==> config.mk <==
export PLATFORM = sky130hd
export DESIGN_NAME = gp_timer
export DESIGN_NICKNAME = d
export VERILOG_FILES = /design/src/rtl/gp_timer_pkg.sv /design/src/rtl/gp_timer_chan.sv /design/src/rtl/gp_timer_irq.sv /design/src/rtl/gp_timer_regmap.sv /design/src/rtl/gp_timer.sv
export SDC_FILE = /design/constraint.sdc
export NUM_CORES = 1
export LEC_CHECK = 0
export ABC_AREA = 1
export ABC_CLOCK_PERIOD_IN_PS = 17800
export BUFFER_PORTS_ARGS = -buffer_cell sky130_fd_sc_hd__buf_2
export CAP_MARGIN = 25
export CORE_ASPECT_RATIO = 0.8
export CORE_UTILIZATION = 35
export CTS_CLUSTER_SIZE = 28
export DETAILED_ROUTE_END_ITERATION = 8
export PLACE_DENSITY = 0.54
export SYNTH_ARGS = -nofsm -noshare
export SYNTH_HDL_FRONTEND = slang
export SYNTH_SLANG_ARGS = --single-unit
export TNS_END_PERCENT = 30
==> constraint.sdc <==
create_clock -name clk -period 17.8 [get_ports clk]
set_input_delay 5.34 -clock clk [delete_from_list [all_inputs] [get_ports clk]]
set_output_delay 5.34 -clock clk [all_outputs]
set_load 0.01 [all_outputs]
==> src/rtl/gp_timer_pkg.sv <==
package gp_timer_pkg;

  typedef enum logic [1:0] {
    MODE_ONCE   = 2'd0,
    MODE_RELOAD = 2'd1,
    MODE_FREE2  = 2'd2,
    MODE_FREE   = 2'd3
  } tmr_mode_e;

  // word index inside a channel's 16-byte block (address bits [3:2])
  localparam logic [1:0] WSEL_CTRL = 2'd0;
  localparam logic [1:0] WSEL_TSEL = 2'd1;
  localparam logic [1:0] WSEL_CNT  = 2'd2;
  localparam logic [1:0] WSEL_CMP  = 2'd3;

  // word index inside the shared block at offset 0
  localparam logic [1:0] WSEL_IEN  = 2'd0;
  localparam logic [1:0] WSEL_PEND = 2'd2;

  localparam int CTRL_RUN_BIT  = 0;
  localparam int CTRL_CLR_BIT  = 1;
  localparam int CTRL_MODE_LSB = 4;
  localparam int TSEL_DIV_BIT  = 0;
  localparam int TSEL_SRC_BIT  = 4;

endpackage

==> src/rtl/gp_timer_chan.sv <==
module gp_timer_chan
  import gp_timer_pkg::*;
#(
  parameter int DATA_W = 32
) (
  input  logic              clk,
  input  logic              rst_n,
  input  logic              sys_tick,
  input  logic              slow_tick,
  input  logic              wr_ctrl,
  input  logic              wr_tsel,
  input  logic              wr_cmp,
  input  logic [DATA_W-1:0] wdata,
  output logic [DATA_W-1:0] ctrl_rd,
  output logic [DATA_W-1:0] tsel_rd,
  output logic [DATA_W-1:0] cnt_rd,
  output logic [DATA_W-1:0] cmp_rd,
  output logic              hit
);

  logic              run_q, run_d;
  tmr_mode_e         mode_q, mode_d;
  logic              src_q, src_d;
  logic              div_q, div_d;
  logic              phase_q, phase_d;
  logic [DATA_W-1:0] cnt_q, cnt_d;
  logic [DATA_W-1:0] cmp_q, cmp_d;

  logic              tick_sel;
  logic              step;
  logic              uses_cmp;
  logic [DATA_W-1:0] cnt_inc;

  assign tick_sel = src_q ? slow_tick : sys_tick;
  assign step     = run_q && tick_sel && (!div_q || phase_q);
  assign uses_cmp = (mode_q == MODE_ONCE) || (mode_q == MODE_RELOAD);
  assign cnt_inc  = cnt_q + 1'b1;
  assign hit      = step && uses_cmp && (cnt_inc == cmp_q);

  always_comb begin
    run_d   = run_q;
    mode_d  = mode_q;
    src_d   = src_q;
    div_d   = div_q;
    phase_d = phase_q;
    cnt_d   = cnt_q;
    cmp_d   = cmp_q;

    if (run_q && tick_sel && div_q) begin
      phase_d = ~phase_q;
    end

    if (step) begin
      if (hit && (mode_q == MODE_RELOAD)) begin
        cnt_d = '0;
      end else begin
        cnt_d = cnt_inc;
      end
      if (hit && (mode_q == MODE_ONCE)) begin
        run_d = 1'b0;
      end
    end

    if (wr_ctrl) begin
      run_d  = wdata[CTRL_RUN_BIT];
      mode_d = tmr_mode_e'(wdata[CTRL_MODE_LSB +: 2]);
      if (wdata[CTRL_CLR_BIT]) begin
        cnt_d   = '0;
        phase_d = 1'b0;
      end
    end

    if (wr_tsel) begin
      src_d = wdata[TSEL_SRC_BIT];
      div_d = wdata[TSEL_DIV_BIT];
    end

    if (wr_cmp) begin
      cmp_d = wdata;
    end
  end

  always_ff @(posedge clk or negedge rst_n) begin
    if (!rst_n) begin
      run_q   <= 1'b0;
      mode_q  <= MODE_ONCE;
      src_q   <= 1'b0;
      div_q   <= 1'b0;
      phase_q <= 1'b0;
      cnt_q   <= '0;
      cmp_q   <= '0;
    end else begin
      run_q   <= run_d;
      mode_q  <= mode_d;
      src_q   <= src_d;
      div_q   <= div_d;
      phase_q <= phase_d;
      cnt_q   <= cnt_d;
      cmp_q   <= cmp_d;
    end
  end

  assign ctrl_rd = DATA_W'({mode_q, 3'b000, run_q});
  assign tsel_rd = DATA_W'({src_q, 3'b000, div_q});
  assign cnt_rd  = cnt_q;
  assign cmp_rd  = cmp_q;

  assert_clear_zeroes_R3: assert property (@(posedge clk) disable iff (!rst_n)
    (wr_ctrl && wdata[CTRL_CLR_BIT]) |=> (cnt_q == '0));

  assert_idle_holds_R8: assert property (@(posedge clk) disable iff (!rst_n)
    (!run_q && !wr_ctrl) |=> $stable(cnt_q));

  assert_free_no_event_R7: assert property (@(posedge clk) disable iff (!rst_n)
    (mode_q == MODE_FREE || mode_q == MODE_FREE2) |-> !hit);

  assert_free_wraps_R7: assert property (@(posedge clk) disable iff (!rst_n)
    (step && !uses_cmp && (&cnt_q) && !wr_ctrl) |=> (cnt_q == '0));

  assert_once_stops_R6: assert property (@(posedge clk) disable iff (!rst_n)
    (hit && (mode_q == MODE_ONCE) && !wr_ctrl) |=> (!run_q && (cnt_q == cmp_q)));

  assert_reload_zero_R5: assert property (@(posedge clk) disable iff (!rst_n)
    (hit && (mode_q == MODE_RELOAD) && !wr_ctrl) |=> (run_q && (cnt_q == '0)));

endmodule

==> src/rtl/gp_timer_irq.sv <==
module gp_timer_irq #(
  parameter int NUM_CH = 6
) (
  input  logic              clk,
  input  logic              rst_n,
  input  logic [NUM_CH-1:0] hit,
  input  logic              wr_ien,
  input  logic              wr_ack,
  input  logic [NUM_CH-1:0] wdata,
  output logic [NUM_CH-1:0] ien_q,
  output logic [NUM_CH-1:0] pend_q,
  output logic              irq
);

  logic [NUM_CH-1:0] ien_d;
  logic [NUM_CH-1:0] pend_d;
  logic [NUM_CH-1:0] ack_mask;

  assign ack_mask = wr_ack ? wdata : '0;

  always_comb begin
    ien_d  = wr_ien ? wdata : ien_q;
    pend_d = (pend_q & ~ack_mask) | hit;
  end

  always_ff @(posedge clk or negedge rst_n) begin
    if (!rst_n) begin
      ien_q  <= '0;
      pend_q <= '0;
    end else begin
      ien_q  <= ien_d;
      pend_q <= pend_d;
    end
  end

  assign irq = |(pend_q & ien_q);

  assert_event_latches_R10: assert property (@(posedge clk) disable iff (!rst_n)
    (|hit) |=> ((pend_q & $past(hit)) == $past(hit)));

  assert_ack_clears_R9: assert property (@(posedge clk) disable iff (!rst_n)
    (wr_ack && ((hit & wdata) == '0)) |=> ((pend_q & $past(wdata)) == '0));

  assert_ack_zero_keeps_R9: assert property (@(posedge clk) disable iff (!rst_n)
    (wr_ack && (wdata == '0) && !wr_ien) |=> (pend_q == ($past(pend_q) | $past(hit))));

endmodule

==> src/rtl/gp_timer_regmap.sv <==
module gp_timer_regmap
  import gp_timer_pkg::*;
#(
  parameter int NUM_CH = 6,
  parameter int ADDR_W = 8,
  parameter int DATA_W = 32
) (
  input  logic                          bus_wr,
  input  logic [ADDR_W-1:0]             bus_addr,
  input  logic [NUM_CH-1:0][DATA_W-1:0] ctrl_rd,
  input  logic [NUM_CH-1:0][DATA_W-1:0] tsel_rd,
  input  logic [NUM_CH-1:0][DATA_W-1:0] cnt_rd,
  input  logic [NUM_CH-1:0][DATA_W-1:0] cmp_rd,
  input  logic [NUM_CH-1:0]             ien,
  input  logic [NUM_CH-1:0]             pend,
  output logic [NUM_CH-1:0]             wr_ctrl,
  output logic [NUM_CH-1:0]             wr_tsel,
  output logic [NUM_CH-1:0]             wr_cmp,
  output logic                          wr_ien,
  output logic                          wr_ack,
  output logic [DATA_W-1:0]             rdata
);

  localparam int BLK_W = ADDR_W - 4;

  logic [BLK_W-1:0] blk;
  logic [1:0]       wsel;
  logic             unused_low_addr;

  assign blk             = bus_addr[ADDR_W-1:4];
  assign wsel            = bus_addr[3:2];
  assign unused_low_addr = ^bus_addr[1:0];

  assign wr_ien = bus_wr && (blk == '0) && (wsel == WSEL_IEN);
  assign wr_ack = bus_wr && (blk == '0) && (wsel == WSEL_PEND);

  for (genvar c = 0; c < NUM_CH; c++) begin : g_strobe
    logic sel;
    assign sel        = bus_wr && (blk == BLK_W'(c + 1));
    assign wr_ctrl[c] = sel && (wsel == WSEL_CTRL);
    assign wr_tsel[c] = sel && (wsel == WSEL_TSEL);
    assign wr_cmp[c]  = sel && (wsel == WSEL_CMP);
  end

  always_comb begin
    rdata = '0;
    if (blk == '0) begin
      if (wsel == WSEL_IEN) begin
        rdata = DATA_W'(ien);
      end else if (wsel == WSEL_PEND) begin
        rdata = DATA_W'(pend);
      end
    end
    for (int c = 0; c < NUM_CH; c++) begin
      if (blk == BLK_W'(c + 1)) begin
        case (wsel)
          WSEL_CTRL: rdata = ctrl_rd[c];
          WSEL_TSEL: rdata = tsel_rd[c];
          WSEL_CNT:  rdata = cnt_rd[c];
          default:   rdata = cmp_rd[c];
        endcase
      end
    end
  end

endmodule

==> src/rtl/gp_timer.sv <==
module gp_timer #(
  parameter int NUM_CH = 6,
  parameter int ADDR_W = 8,
  parameter int DATA_W = 32
) (
  input  logic              clk,
  input  logic              rst_n,
  input  logic              sys_tick_en,
  input  logic              slow_tick_en,
  input  logic              bus_wr,
  input  logic [ADDR_W-1:0] bus_addr,
  input  logic [DATA_W-1:0] bus_wdata,
  output logic [DATA_W-1:0] bus_rdata,
  output logic              irq
);

  logic [1:0] rst_sync_q;
  logic       rst_int_n;

  always_ff @(posedge clk or negedge rst_n) begin
    if (!rst_n) begin
      rst_sync_q <= 2'b00;
    end else begin
      rst_sync_q <= {rst_sync_q[0], 1'b1};
    end
  end

  assign rst_int_n = rst_sync_q[1];

  logic [NUM_CH-1:0][DATA_W-1:0] ctrl_rd;
  logic [NUM_CH-1:0][DATA_W-1:0] tsel_rd;
  logic [NUM_CH-1:0][DATA_W-1:0] cnt_rd;
  logic [NUM_CH-1:0][DATA_W-1:0] cmp_rd;
  logic [NUM_CH-1:0]             wr_ctrl;
  logic [NUM_CH-1:0]             wr_tsel;
  logic [NUM_CH-1:0]             wr_cmp;
  logic [NUM_CH-1:0]             hit;
  logic [NUM_CH-1:0]             ien_q;
  logic [NUM_CH-1:0]             pend_q;
  logic                          wr_ien;
  logic                          wr_ack;

  gp_timer_regmap #(
    .NUM_CH (NUM_CH),
    .ADDR_W (ADDR_W),
    .DATA_W (DATA_W)
  ) u_regmap (
    .bus_wr   (bus_wr),
    .bus_addr (bus_addr),
    .ctrl_rd  (ctrl_rd),
    .tsel_rd  (tsel_rd),
    .cnt_rd   (cnt_rd),
    .cmp_rd   (cmp_rd),
    .ien      (ien_q),
    .pend     (pend_q),
    .wr_ctrl  (wr_ctrl),
    .wr_tsel  (wr_tsel),
    .wr_cmp   (wr_cmp),
    .wr_ien   (wr_ien),
    .wr_ack   (wr_ack),
    .rdata    (bus_rdata)
  );

  for (genvar c = 0; c < NUM_CH; c++) begin : g_chan
    gp_timer_chan #(
      .DATA_W (DATA_W)
    ) u_chan (
      .clk       (clk),
      .rst_n     (rst_int_n),
      .sys_tick  (sys_tick_en),
      .slow_tick (slow_tick_en),
      .wr_ctrl   (wr_ctrl[c]),
      .wr_tsel   (wr_tsel[c]),
      .wr_cmp    (wr_cmp[c]),
      .wdata     (bus_wdata),
      .ctrl_rd   (ctrl_rd[c]),
      .tsel_rd   (tsel_rd[c]),
      .cnt_rd    (cnt_rd[c]),
      .cmp_rd    (cmp_rd[c]),
      .hit       (hit[c])
    );
  end

  gp_timer_irq #(
    .NUM_CH (NUM_CH)
  ) u_irq (
    .clk    (clk),
    .rst_n  (rst_int_n),
    .hit    (hit),
    .wr_ien (wr_ien),
    .wr_ack (wr_ack),
    .wdata  (bus_wdata[NUM_CH-1:0]),
    .ien_q  (ien_q),
    .pend_q (pend_q),
    .irq    (irq)
  );

  assert_write_single_target_R1: assert property (@(posedge clk) disable iff (!rst_int_n)
    $onehot0({wr_ctrl, wr_tsel, wr_cmp, wr_ien, wr_ack}));

  assert_irq_needs_enable_R10: assert property (@(posedge clk) disable iff (!rst_int_n)
    irq |-> ((pend_q & ien_q) != '0));

endmodule

==> impl_metrics.yaml <==
status:
  outcome: "finished, final reports clean"
synthesis:
  synth_top_area_share_pct: 35.2
  synth.avg_cell_area_um2: 6.28
  synth_area_leaders: "dfrtp_1, nand2_1, inv_1, nor2_1, nand3_1"
  dominantRegCellSynth: "dfrtp_1"
  ys_types: 47
  yosysTopAreaCell: "dfrtp_1"
  yosysWarnings: 0
  ys_seq_area_share_pct: 35.2
  syn_inst: 4914
  synth_nets: 4965
  yosys.area_share.simple_pct: 39.5
  async_flop_share_pct: 100
  synth-edff-count: 0
  synth_xor_area_share_pct: 1.44
  synth_top_family_by_area: "simple AND/OR/NAND/NOR gates"
  synth_compound_area_share_pct: 14.7
  syn_area_mm2: 0.0308
  synthMuxAreaShare_pct: 0
  ys_ff_latch: 434
  synth_fa_ha_area_share_pct: 0.243
detailed_routing:
  wl_um: 131000
  top_layer: "met5"
  met1Wirelength_um: 62500
  dr.pass1.iters: 6
  dr_wl_met3_um: 16000
  postRouteAntennaNets: 0
  drcViolationCount: 0
  num_vias: 32900
  drt-vias-per-instance: 5.43
  wl_met2_um: 49500
  drtIter0Drc: 4461
  wl_per_cell_um: 21.6
worst_setup_path:
  path_cells: "buf_2 > nand2_4 > buf_4 > buf_4 > o22ai_1 > a22o_1 > a211oi_1 > nand4_1 > buf_2"
  crit_type: "in -> out"
  crit_arrival_ns: 8.79
  cp-start-kind: "input pin"
  crit_family: "buffers and inverters"
  crit_buf_inv: 4
  cpPeakStageDelay_ns: 0.83
  cpMaxStageDelayCell: "buf_4"
  path_max_fanout: 57
  crit_required_ns: 12.46
  cp-end-kind: "output pin"
clocking:
  postCtsResizedCells: 0
  clock_latency_ns: 0.64
  cts_tree: "yes"
  post-cts-setup-buffer-count: 0
  path_clk_slew_ns: 0.06
  cts.sinks: 434
  cts_max_level: 2
  cts_root_buffer: "clkbuf_16"
  cts.hold.buffers_added: 0
  max-clock-path-buffers: 3
  cts_made_buffers: 52
placement:
  pre_cts_slack_ns: 3.84
  gp_congestion: 0.963
  io_buffers: 75
  dpl.cell_count: 5965
  hpwlAfterDp_um: 93200
grt:
  gr-total-overflow: 0
  grt_pass1_wl_um: 193000
  grtUsageTotal_pct: 29.1
  grt_antenna_before_repair: 20
  grt_max_degree: 156
  grt_pass1_vias: 28600
cells_and_area:
  multi_input_area_mm2: 0.0174
  fill_cells: 9436
  regArea_mm2: 0.0109
  final_cells: 6067
  drive_gt1_share_pct: 7.19
  syn_to_final_growth_pct: 10.3
  utilization_pct: 39.4
  nets: 4946
timing:
  hold_viol: 0
  holdWs_ns: 0.349
  slew_headroom_pct: 16.8
  clock_skew_ns: 0.0267
  slew_viol_final: 0
  worst_slack_ns: 3.67
  final.setup.tns_ns: 0
  layout_min_cycle_time_ns: 14.13
  worst-slew-pin-transition_ns: 1.25
  fin_crit_sh_pct: 79.4
  fmax_mhz: 70.8
  rsz0062_at_grt: "no"
  setup_viol: 0
die:
  die_w_um: 334
  rows: 96
  start_util_pct: 35.7
  io_pins: 78
  die_h_um: 268
  core_mm2: 0.0865
  dieArea_mm2: 0.0893
power_and_ir_drop:
  power_leakage_uw: 0.0144
  power_density_mw_per_mm2: 85.6
  irDropWorstVdd_mv: 0.0770
hold_path:
  min_path_type: "reg -> reg"
run:
  maxCapViolCount: 0
==> cell usage after synthesis (all sizes together) (21+ instances only) <==
cell and instances:
a21oi 290, clkbuf 151, nand2 1935, nand3 354, nand4 52, buf 36
o21ai 304, a221oi 38, dfrtp 434, o22ai 140, inv 509, nor2 561
xor2 21
==> layer usage <==
| layer | track usage [%] | vias up |
|---|---|---|
| met5 | 0 | - |
| met4 | 7.50 | 8 |
| met3 | 7.40 | 127 |
| met2 | 37.7 | 1588 |
| met1 | 46.1 | 15400 |
| li1 | - | 15800 |
==> registers in the layout (all words and copies together) (netlist names) <==
signal / count
g_chan.u_chan.cmp_rd: 192
g_chan.u_chan.cnt_rd: 192
g_chan.u_chan.div_q: 6
g_chan.u_chan.mode_q: 12
g_chan.u_chan.phase_q: 6
g_chan.u_chan.run_q: 6
g_chan.u_chan.src_q: 6
rst_sync_q: 2
u_irq.ien_q: 6
u_irq.pend_q: 6
==> layout by cell type (no fill, tap or decap), drive strengths merged, types with 5 or more instances in the layout <==
| master | netlist | final |
|---|---|---|
| o2111ai | 10 | 10 |
| and2 | 6 | 6 |
| o221ai | 10 | 10 |
| xor2 | 21 | 21 |
| dfrtp | 434 | 434 |
| diode | 0 | 5 |
| a21oi | 290 | 290 |
| ha | 6 | 6 |
| nand3 | 354 | 354 |
| clkinv | 2 | 8 |
| clkbuf | 151 | 83 |
| o21ai | 304 | 304 |
| o211ai | 5 | 5 |
| nand2 | 1935 | 1935 |
| o22ai | 140 | 140 |
| nor3 | 11 | 11 |
| nor2 | 561 | 561 |
| a221oi | 38 | 38 |
| nand3b | 13 | 13 |
| inv | 509 | 511 |
| nand4 | 52 | 52 |
| buf | 36 | 114 |
| xnor3 | 9 | 9 |
==> power breakdown <==
| part | switching [µW] | internal [µW] | total [µW] |
|---|---|---|---|
| clock | 467 | 621 | 1090 |
| sequential | 121 | 1090 | 1210 |
| combinational | 423 | 191 | 614 |
| total | 1010 | 1900 | 2910 |
==> worst paths after layout <==
check | slack (ns) | from | to | depth (start not counted)
min in group asynchronous | 0.44 | rst_sync_q[1]$_DFF_PN0_ | g_chan[5].u_chan.cnt_rd[24]$_DFF_PN0_ | 0
min reg2reg | 0.35 | rst_sync_q[0]$_DFF_PN0_ | rst_sync_q[1]$_DFF_PN0_ | 0
min | 0.35 | rst_sync_q[0]$_DFF_PN0_ | rst_sync_q[1]$_DFF_PN0_ | 0
max reg2reg | 14.38 | g_chan[4].u_chan.cnt_rd[0]$_DFF_PN0_ | g_chan[4].u_chan.cnt_rd[28]$_DFF_PN0_ | 16
max | 3.67 | bus_addr[2] | bus_rdata[1] | 9
max in group asynchronous | 13.22 | rst_n | rst_sync_q[1]$_DFF_PN0_ | 1
==> per-stage QoR <==
stage | instance area [µm²] | power [µW]
finish | 34000 | 2910
global route | 34000 | 3060
floorplan | 30800 | 1610
detailed placement | 32300 | 1820
global placement | 32200 | 1810
CTS | 34000 | 2910
==> area by class of cell <==
class	count	share of cell area, %
timing repair buffer	114	2.38
multi-input combinational	3782	51.0
inverter	511	5.64
sequential	434	31.9
clock inverter	11	0.338
antenna	5	0.0368
clock buffer	83	4.55
tap	1127	4.14
==> kinds of logic after synthesis <==
logic type,Yosys count
flops,434
compound gates,807
simple gates,2933
fa+ha+maj,6
xor+xnor,35
other cells,1
buf+inv,698
No activity file was read; power rests on OpenSTA's default activity.
